## config.mk

```make
export PLATFORM = sky130hd
export DESIGN_NAME = setclr_gpio_port
export DESIGN_NICKNAME = d
export VERILOG_FILES = /design/src/rtl/sc_gpio_pkg.sv /design/src/rtl/sc_gpio_bitreg.sv /design/src/rtl/sc_gpio_sync.sv /design/src/rtl/setclr_gpio_port.sv
export SDC_FILE = /design/constraint.sdc
export NUM_CORES = 1
export LEC_CHECK = 0
export ABC_CLOCK_PERIOD_IN_PS = 2690
export BUFFER_PORTS_ARGS = -buffer_cell sky130_fd_sc_hd__buf_2
export CORE_MARGIN = 5
export CORE_UTILIZATION = 40
export CTS_CLUSTER_DIAMETER = 60
export CTS_CLUSTER_SIZE = 30
export DETAILED_ROUTE_END_ITERATION = 10
export GPL_ROUTABILITY_DRIVEN = 0
export PLACE_DENSITY = 0.72
export SKIP_CTS_REPAIR_TIMING = 1
export SYNTH_ARGS = -nofsm -noshare
export SYNTH_HDL_FRONTEND = slang
export SYNTH_HIERARCHICAL = 1
export SYNTH_SLANG_ARGS = --single-unit
```

## constraint.sdc

```tcl
create_clock -name clk -period 2.69 [get_ports clk]
set_input_delay 0.538 -clock clk [delete_from_list [all_inputs] [get_ports clk]]
set_output_delay 0.538 -clock clk [all_outputs]
set_load 0.05 [all_outputs]
```

## src/rtl/sc_gpio_pkg.sv

```systemverilog
package sc_gpio_pkg;

    // Byte offsets that software relies on
    localparam logic [7:0] OFS_OUT_SET = 8'h00;
    localparam logic [7:0] OFS_OUT_CLR = 8'h10;
    localparam logic [7:0] OFS_OE_SET  = 8'h20;
    localparam logic [7:0] OFS_OE_CLR  = 8'h30;
    localparam logic [7:0] OFS_PINS    = 8'h40;

    typedef enum logic [2:0] {
        SEL_OUT_SET,
        SEL_OUT_CLR,
        SEL_OE_SET,
        SEL_OE_CLR,
        SEL_PINS,
        SEL_NONE
    } reg_sel_e;

    typedef struct packed {
        logic out_set;
        logic out_clr;
        logic oe_set;
        logic oe_clr;
    } wr_strobe_t;

    function automatic wr_strobe_t strobes_for(reg_sel_e sel, logic we);
        wr_strobe_t s;
        s.out_set = we && (sel == SEL_OUT_SET);
        s.out_clr = we && (sel == SEL_OUT_CLR);
        s.oe_set  = we && (sel == SEL_OE_SET);
        s.oe_clr  = we && (sel == SEL_OE_CLR);
        return s;
    endfunction

endpackage

```

## src/rtl/sc_gpio_bitreg.sv

```systemverilog
module sc_gpio_bitreg #(
    parameter int WIDTH = 32
) (
    input  logic             clk,
    input  logic             rst,
    input  logic             set_en,
    input  logic             clr_en,
    input  logic [WIDTH-1:0] mask,
    output logic [WIDTH-1:0] q
);

    logic [WIDTH-1:0] q_next;

    always_comb begin
        q_next = q;
        if (set_en) begin
            q_next = q | mask;
        end else if (clr_en) begin
            q_next = q & ~mask;
        end
    end

    always_ff @(posedge clk) begin
        if (rst) begin
            q <= '0;
        end else begin
            q <= q_next;
        end
    end

    // every masked bit reads one after a set write
    p_set_hits_r2: assert property (@(posedge clk) disable iff (rst)
        set_en |=> ((q & $past(mask)) == $past(mask)));

    // every masked bit reads zero after a clear write
    p_clr_hits_r3: assert property (@(posedge clk) disable iff (rst)
        (clr_en && !set_en) |=> ((q & $past(mask)) == '0));

    // unmasked bits keep their value on any write
    p_unmasked_keep_r2: assert property (@(posedge clk) disable iff (rst)
        (set_en || clr_en) |=> ((q & ~$past(mask)) == ($past(q) & ~$past(mask))));

    // no strobe, no change
    p_idle_hold_r9: assert property (@(posedge clk) disable iff (rst)
        (!set_en && !clr_en) |=> $stable(q));

endmodule

```

## src/rtl/sc_gpio_sync.sv

```systemverilog
module sc_gpio_sync #(
    parameter int WIDTH  = 32,
    parameter int STAGES = 2
) (
    input  logic             clk,
    input  logic             rst,
    input  logic [WIDTH-1:0] din,
    output logic [WIDTH-1:0] dout
);

    logic [WIDTH-1:0] chain [STAGES];

    always_ff @(posedge clk) begin
        if (rst) begin
            for (int i = 0; i < STAGES; i++) begin
                chain[i] <= '0;
            end
        end else begin
            chain[0] <= din;
            for (int i = 1; i < STAGES; i++) begin
                chain[i] <= chain[i-1];
            end
        end
    end

    assign dout = chain[STAGES-1];

    generate
        if (STAGES == 2) begin : g_chk2
            logic [1:0] age;
            always_ff @(posedge clk) begin
                if (rst) begin
                    age <= '0;
                end else if (age != 2'd3) begin
                    age <= age + 2'd1;
                end
            end
            // readback equals the pin level from two edges earlier
            p_sync_delay_r6: assert property (@(posedge clk) disable iff (rst)
                (age >= 2'd2) |-> (dout == $past(din, 2)));
        end
    endgenerate

endmodule

```

## src/rtl/setclr_gpio_port.sv

```systemverilog
module setclr_gpio_port
    import sc_gpio_pkg::*;
#(
    parameter int WIDTH       = 32,
    parameter int ADDR_W      = 8,
    parameter int SYNC_STAGES = 2
) (
    input  logic              clk,
    input  logic              rst,
    input  logic [ADDR_W-1:0] bus_addr,
    input  logic [WIDTH-1:0]  bus_wdata,
    input  logic              bus_we,
    output logic [WIDTH-1:0]  bus_rdata,
    output logic [WIDTH-1:0]  pin_out,
    output logic [WIDTH-1:0]  pin_oe,
    input  logic [WIDTH-1:0]  pin_in
);

    localparam int OFS_W = (ADDR_W < 8) ? ADDR_W : 8;

    function automatic logic hit(logic [ADDR_W-1:0] a, logic [7:0] ofs);
        logic [ADDR_W-1:0] ext;
        ext = '0;
        ext[OFS_W-1:0] = ofs[OFS_W-1:0];
        return a == ext;
    endfunction

    reg_sel_e         sel;
    wr_strobe_t       stb;
    logic [WIDTH-1:0] pins_sync;

    always_comb begin
        if (hit(bus_addr, OFS_OUT_SET)) begin
            sel = SEL_OUT_SET;
        end else if (hit(bus_addr, OFS_OUT_CLR)) begin
            sel = SEL_OUT_CLR;
        end else if (hit(bus_addr, OFS_OE_SET)) begin
            sel = SEL_OE_SET;
        end else if (hit(bus_addr, OFS_OE_CLR)) begin
            sel = SEL_OE_CLR;
        end else if (hit(bus_addr, OFS_PINS)) begin
            sel = SEL_PINS;
        end else begin
            sel = SEL_NONE;
        end
    end

    assign stb = strobes_for(sel, bus_we);

    sc_gpio_bitreg #(.WIDTH(WIDTH)) u_out_reg (
        .clk    (clk),
        .rst    (rst),
        .set_en (stb.out_set),
        .clr_en (stb.out_clr),
        .mask   (bus_wdata),
        .q      (pin_out)
    );

    sc_gpio_bitreg #(.WIDTH(WIDTH)) u_oe_reg (
        .clk    (clk),
        .rst    (rst),
        .set_en (stb.oe_set),
        .clr_en (stb.oe_clr),
        .mask   (bus_wdata),
        .q      (pin_oe)
    );

    sc_gpio_sync #(.WIDTH(WIDTH), .STAGES(SYNC_STAGES)) u_in_sync (
        .clk  (clk),
        .rst  (rst),
        .din  (pin_in),
        .dout (pins_sync)
    );

    always_comb begin
        case (sel)
            SEL_OUT_SET, SEL_OUT_CLR: bus_rdata = pin_out;
            SEL_OE_SET, SEL_OE_CLR:   bus_rdata = pin_oe;
            SEL_PINS:                 bus_rdata = pins_sync;
            default:                  bus_rdata = '0;
        endcase
    end

    // reset releases every pin and zeroes every output value
    p_reset_clear_r1: assert property (@(posedge clk)
        rst |=> ((pin_out == '0) && (pin_oe == '0)));

    // set/clear locations read back the register they act on
    p_read_out_r7: assert property (@(posedge clk) disable iff (rst)
        (hit(bus_addr, OFS_OUT_SET) || hit(bus_addr, OFS_OUT_CLR)) |-> (bus_rdata == pin_out));
    p_read_oe_r7: assert property (@(posedge clk) disable iff (rst)
        (hit(bus_addr, OFS_OE_SET) || hit(bus_addr, OFS_OE_CLR)) |-> (bus_rdata == pin_oe));

    // writes outside the four write locations leave the pins alone
    p_stray_write_r8: assert property (@(posedge clk) disable iff (rst)
        (bus_we && !hit(bus_addr, OFS_OUT_SET) && !hit(bus_addr, OFS_OUT_CLR)
                && !hit(bus_addr, OFS_OE_SET)  && !hit(bus_addr, OFS_OE_CLR))
        |=> ($stable(pin_out) && $stable(pin_oe)));

endmodule

```

==> flow_results.org, run 1 <==
** Worst setup path
- Category of the worst setup path launch point :: input pin
- Maximum single-stage delay on the critical path :: 470 ps
- CP delay by family, top :: buffers and inverters
- Highest net fanout along the worst path :: 19
- The critical path goes through buf_2, buf_4, mux2_2, mux2i_1, nor2_1, buf_2.
- Data on the critical path is required at its endpoint by 2150 ps.
- Crit. Startpoint :: bus_addr[5]
- Crit path to :: bus_rdata[8]
- STA classifies the critical path endpoint as a primary output.
- The number of buffers and inverters on the critical path is 3.
- CP dominant cell by count :: buf_2
- Across all register-to-register paths, the minimum setup slack is 1860 ps.
- For the worst flop-to-flop path, the logic depth is 2.
- The worst setup path is of the input pin to primary output kind.
- Levels on crit path :: 6
- For the worst setup path, the data arrival time is 2060 ps.
- Critical-path top delay cell :: buf_2

** Global route
- Global-route wire length before repair :: 23,800 microns
- The initial antenna violation count is 0.
- GRT Residual Overflow :: 0
- Entering global routing, the biggest net connects 54 pins.
- Global routing consumed, over all layers together, 17.4% of the routing resources.
- Vias in the first global route :: 4,284

** Synthesis
- Synth Warn # :: 6
- Counting distinct cell types in the post-synthesis netlist gives 23.
- Summed over all instances, the cell type with the most area after synthesis is dfxtp_1.
- The synthesized netlist occupies a cell area of 5960 sq um.
- When the netlist entered floorplanning its net count stood at 633.
- The synthesized design contains 128 register bits.
- Of the synthesized area, sequential elements account for 43.0%.
- The cell count after synthesis came out at 558.
- Dividing the synthesized area by the synthesized cell count gives 10.7 sq um.
- Of the post-synthesis cell area, the dominant cell type holds 43.0%.
- After synthesis, the cell types taking the most area are dfxtp_1 43%, a21bo_1 9.7%, nor2b_2 8.8%.

** Place
- Count of port buffers added during placement :: 170
- In this run the cell area measured after placement is 6680 sq um.
- Detailed placement finished with a half-perimeter wire length of 11,000 microns.

** Floorplan
- Number of cell rows :: 44
- 171 I/O pins were placed.
- Die span in y :: 132 microns
- The region available for standard cell placement spans 14,600 sq um.
- Once the floorplan was initialized, standard cells occupied 40.8% of the core.
- Overall die area :: 17,400 sq um
- Die X :: 132 microns

** Detailed routing
- DRC viols :: 0
- In this run the remaining antenna-violating nets after routing total 0.
- Summed over all layers, the routed wires come to 15,100 microns.
- The first routing iteration left 168 violations.
- After detailed routing, the number of vias per cell comes to 4.77.
- Average wire per cell in the routed design :: 16.9 microns
- Pre-antenna DRT Iters :: 4
- Number of vias in the routed layout :: 4,257

** Power
- Switching part of the total :: 24.1%
- Switch Pwr :: 1.06 mW
- Combinational logic is responsible for 5.7% of the overall power.
- Summed over all cells, the static leakage comes to 3.15 nW.
- Part of the power in the clock network :: 50.1%
- Worst VDD drop :: 0.674 mV
- Part of the total power dissipated in sequential elements :: 44.2%
- In this run the power density over the cells is 609 nW/um^2.
- Cell internal pwr :: 3.35 mW

** Clock network
- For the worst-skew pair, the clock arrives at the later sink with an insertion delay of 410 ps.
- TritonCTS built the clock tree.
- Clk pin slew, worst setup/hold paths :: 60 ps
- Buffers inserted during clock tree synthesis total 17.
- Number of levels in the clock H-tree :: 4
- Clock sink count :: 128
- The cell sitting at the root of the clock tree is a clkbuf_16.
- In this run the deepest clock path goes through 2 buffers.

** Timing
- Post-Route Skew :: 3.14 ps
- Number of hold violations in the final report :: 0
- Setup violations remaining at the end of the flow were counted as 0.
- Derived from the worst setup path, the maximum achievable clock frequency is 385 MHz.
- Total negative slack :: 0 ps
- Tmin final :: 2590 ps
- For the pin with the worst max-slew slack, the measured transition is 611 ps.
- Setup repair after global routing left no endpoint under its margin.
- Headroom to the max-slew limit came out at 59.2%.
- In the finished design, the share of the clock period the worst path needs comes to 96.4%.
- Max Slew Vio Count :: 0
- Final hold slack :: 332 ps

** Min path
- The min-delay analysis places its worst path in the category input pin to flop.

** Final layout
- Fillers :: 1,356
- Most frequent cells in the layout :: 169 x buf_2, 128 x dfxtp_1, 66 x nand2_1
- Post-route cell area :: 7250 sq um
- Final cell utilization of the core :: 49.7%
- The library cell used most frequently in the layout, excluding fill and tap cells, is buf_2.
- In the final layout, the share of cells above drive strength 1 is 53.4%.
- At the end of the flow, the number of nets in the layout was 770.
- Layout Area Growth over Synthesis :: 21.6%
- Antenna diode count :: 0

** Run
- Reported max-cap violation count :: 0

** Run status
- Result of the run :: complete, no violations
-- cell type report --
| cell class | instances | area [sq um] | share of cell area (%) |
|---|---|---|---|
| Clock buffer | 17 | 425 | 5.87 |
| Multi-Input combinational cell | 362 | 2870 | 39.6 |
| Timing Repair Buffer | 186 | 1010 | 14.0 |
| Sequential cell | 128 | 2560 | 35.3 |
| Clock inverter | 15 | 149 | 2.05 |
| Tap cell | 184 | 230 | 3.18 |
-- layer usage --
metal	vias to the layer above	track usage [%]	part of all wire (%)
met4	0	5.89	1.7
met5	-	0	0
met1	1995	22.4	45
met2	132	27.3	47
li1	2109	-	-
met3	21	5.73	6.2
-- synth_stat cells, drive strengths merged --
cell and n:
dfxtp 128, buf 68, nand2 66, a21bo 64, a21oi 64, nor2b 64
mux2i 32, nor2 32, mux2 31, nor3b 3, nand3b 1, nand4bb 1
nor3 1, nor4 1, o21ai 1, o32a 1
-- power groups by stage --
stage / logic, mW / clock network [mW] / registers, mW
2_1_floorplan: 0.175 / 0 / 1.99
3_3_place_gp: 0.248 / 0 / 2.00
3_5_place_dp: 0.252 / 0 / 2.00
4_1_cts: 0.253 / 2.26 / 1.95
5_1_grt: 0.271 / 2.36 / 1.96
6_report: 0.251 / 2.21 / 1.95
-- worst register-to-register path: stages (launching register included) --
cell and delay, ps:
dfxtp_1 390, a21bo_1 230, a21oi_2 130
-- kinds of logic after synthesis --
logic type | count (synthesis) | synth area share [%]
flops | 128 | 43.0
buf+inv | 68 | 9.17
mux | 63 | 11.2
compound gates | 130 | 19.9
simple gates | 169 | 16.7
-- worst min-delay path by stage --
stage	startpoint	end	slack [ps]	cells after the start
2_1_floorplan	u_in_sync/chain[0][29]	u_in_sync/chain[0][61]	410	1
3_3_place_gp	u_in_sync/chain[0][20]	u_in_sync/chain[0][52]	420	1
3_5_place_dp	u_in_sync/chain[0][21]	u_in_sync/chain[0][53]	420	1
4_1_cts	pin_in[3]	u_in_sync/chain[0][3]	310	2
5_1_grt	pin_in[30]	u_in_sync/chain[0][30]	310	2
6_report	pin_in[3]	u_in_sync/chain[0][3]	330	2
-- stage by stage --
stage / setup WS, ps / power [mW] / instances
global route: 22.5 / 4.59 / 892
finish: 95.8 / 4.42 / 892
floorplan: 329 / 2.17 / 558
detailed placement: 132 / 2.25 / 860
CTS: 108 / 4.47 / 892
global placement: 144 / 2.24 / 860
No activity file was read; power rests on OpenSTA's default activity.
==> run 2: changes to the inputs <==
- PLACE_DENSITY: 0.72 -> not set
- PLACE_DENSITY_LB_ADDON: not set -> 0.3
==> run 2 against run 1 <==
Compared with the run above: global-route usage is 0.36 points higher; via count increased by 2.6%; utilization grew 0.47 points; cell area is 0.95% higher; critical path depth grew 1; clock power increased by 6%; largest power group unchanged; combinational power is 2% higher; count of clock-buffer cells in the layout rose by 1; sequential share of layout area shrank 0.33 points; cell count increased by 0.22%; largest cell class unchanged.
==> flow_results.org, run 2 (synthesis results as in run 1) <==
** Global route
- Largest net degree at the start of global routing :: 46 (-15%)
- GRT Residual Overflow :: 0 (unchanged)
- Vias in the first global route :: 4,519 (+5.5%)
- Initial antenna violation count :: 2 (+2)
- The global-route total usage across every layer was 17.7% (+0.36 points).
- The global-route wire length before repair is 24,400 microns (+2.7%).

** Floorplan
- The area of the core region was 14,600 sq um (unchanged).
- Starting Density :: 40.8% (unchanged)
- Die span in y :: 132 microns (unchanged)
- The total I/O pin count was 171 (unchanged).
- Overall die area :: 17,400 sq um (unchanged)
- Die X :: 132 microns (unchanged)
- The number of rows created at floorplan was 44 (unchanged).

** Worst setup path
- Number of cells on the worst reg-to-reg path :: 2 (unchanged)
- The data required time at the worst endpoint is 2150 ps (about the same).
- The maximum fanout along the worst path came to 19 (unchanged).
- The arrival time at the worst endpoint was 1800 ps (-260 ps).
- The worst setup path is captured at a primary output.
- The critical path is of the input pin to primary output type.
- Category of the worst setup path launch point :: input pin

** Detailed routing
- Pre-antenna DRT Iters :: 4 (unchanged)
- The initial DRC count was 180 (+7.1%).
- The wire length per cell is 17.5 microns (+3.4%).
- The total wire length came to 15,700 microns (+3.6%).
- Number of vias in the routed layout :: 4,368 (+2.6%)
- Via density per instance :: 4.89 (+2.4%)
- DRC viols :: 0 (unchanged)
- Number of nets with antenna violations after routing :: 0 (unchanged)

** Timing
- The shortest period the worst path allows is 2340 ps (-254 ps).
- Setup repair after global routing left no endpoint under its margin.
- The post-route worst hold slack came to 331 ps (-0.950 ps).
- Headroom to the max-slew limit :: 66.6% (+7.3 points)
- The final worst clock skew was 8.61 ps (+5.48 ps).
- Max Slew Vio Count :: 0 (unchanged)
- The share of the cycle needed by the critical path after routing is 87.0% (-9.5 points).
- The total negative slack is 0 ps (unchanged).
- The slew at the pin closest to its max-slew limit is 501 ps (-110 ps).
- The total of endpoints with negative setup slack in the final report was 0 (unchanged).
- The final number of hold-violating endpoints was 0 (unchanged).
- Maximum clock frequency :: 427 MHz (+11%)

** Final layout
- The number of nets in the finished design came to 771 (+0.13%).
- Relative to the synthesized area, the layout overhead comes to 22.8%.
- Fraction of final layout cells with drive strength greater than 1 :: 53.5% (+0.066 points)
- The number of standard cells in the final layout excluding fillers is 894 (+0.22%).
- Most frequent cells in the layout :: 169 x buf_2, 128 x dfxtp_1, 66 x nand2_1
- Leaving out fill and tap cells, the most frequent cell in the layout is buf_2.

** Place
- Count of port buffers added during placement :: 170 (unchanged)
- The total placed cells including tap cells is 861 (+0.12%).
- Detailed placement HPWL :: 11,500 microns (+4.4%)

** Clock network
- Number of levels in the clock H-tree :: 4 (unchanged)
- CTS max path bufs :: 2 (unchanged)
- The tree is rooted in a clkbuf_16.
- The number of buffers created by CTS was 17 (unchanged).
- The clock slew at the register clock pins of the worst setup and hold paths was 60 ps (about the same).
- TritonCTS clock tree :: yes
- The latest clock arrival within the worst-skew pair came to 410 ps (about the same).
- The clock net sink count is 128 (unchanged).

** Power
- Worst VDD drop :: 0.436 mV (-35%)
- The static leakage is 3.18 nW (+1.1%).
- Total power divided by cell area :: 623 nW/um^2 (+2.2%)

** Min path
- Path type of the worst min-delay path :: input pin to flop
- Number of cells on the worst hold path :: 2 (unchanged)

** Run
- The max-cap violation count came to 0 (unchanged).

** Run status
- Result of the run :: complete, no violations
## run 2: metrics by stage
step                power (mW)  utilization, %  cell area (sq um)  setup WS (ps)
floorplan                 2.17               -               5960            329
global placement          2.25            46.0               6710            355
detailed placement        2.25            46.0               6710            321
CTS                       4.61            50.1               7320            325
global route              4.73            50.2               7320            280
finish                    4.56            50.2               7320            350
## run 2: final timing paths
check	slack, ps	endpoint	startpoint
setup reg to reg	1830	flop	flop
hold reg to reg	440	u_in_sync/chain[0][50]	u_in_sync/chain[0][18]
setup / recovery	350	bus_rdata[11]	bus_addr[5]
hold / removal	330	u_in_sync/chain[0][3]	pin_in[3]
## run 2: layout make-up
type	count	area [sq um]
antenna	1	2.50
fill	1336	7270
tap	184	230
timing repair buffer	187	1050
multi-input combinational	362	2870
sequential	128	2560
clock buffer	18	439
clock inverter	14	169
## run 2: worst max-delay path, cell delays in order
cell and delay (ps):
buf_2 130, buf_12 160, o21ai_1 180, nand3b_2 120, buf_4 210, nor2_1 160, buf_2 290
## run 2: report_power, final
group | switching (mW) | total, mW | internal [mW]
sequential | 0.0128 | 1.95 | 1.94
clock | 0.924 | 2.35 | 1.42
combinational | 0.138 | 0.255 | 0.117
total | 1.07 | 4.56 | 3.48
## run 2: metal layers
layer | share of wire, % | vias to the layer above | GRT usage [%]
met5 | 0.083 | - | 0
met4 | 2.9 | 2 | 8.17
met3 | 6.6 | 35 | 5.57
met2 | 47 | 147 | 28.1
met1 | 43 | 2073 | 22.0
li1 | - | 2111 | -
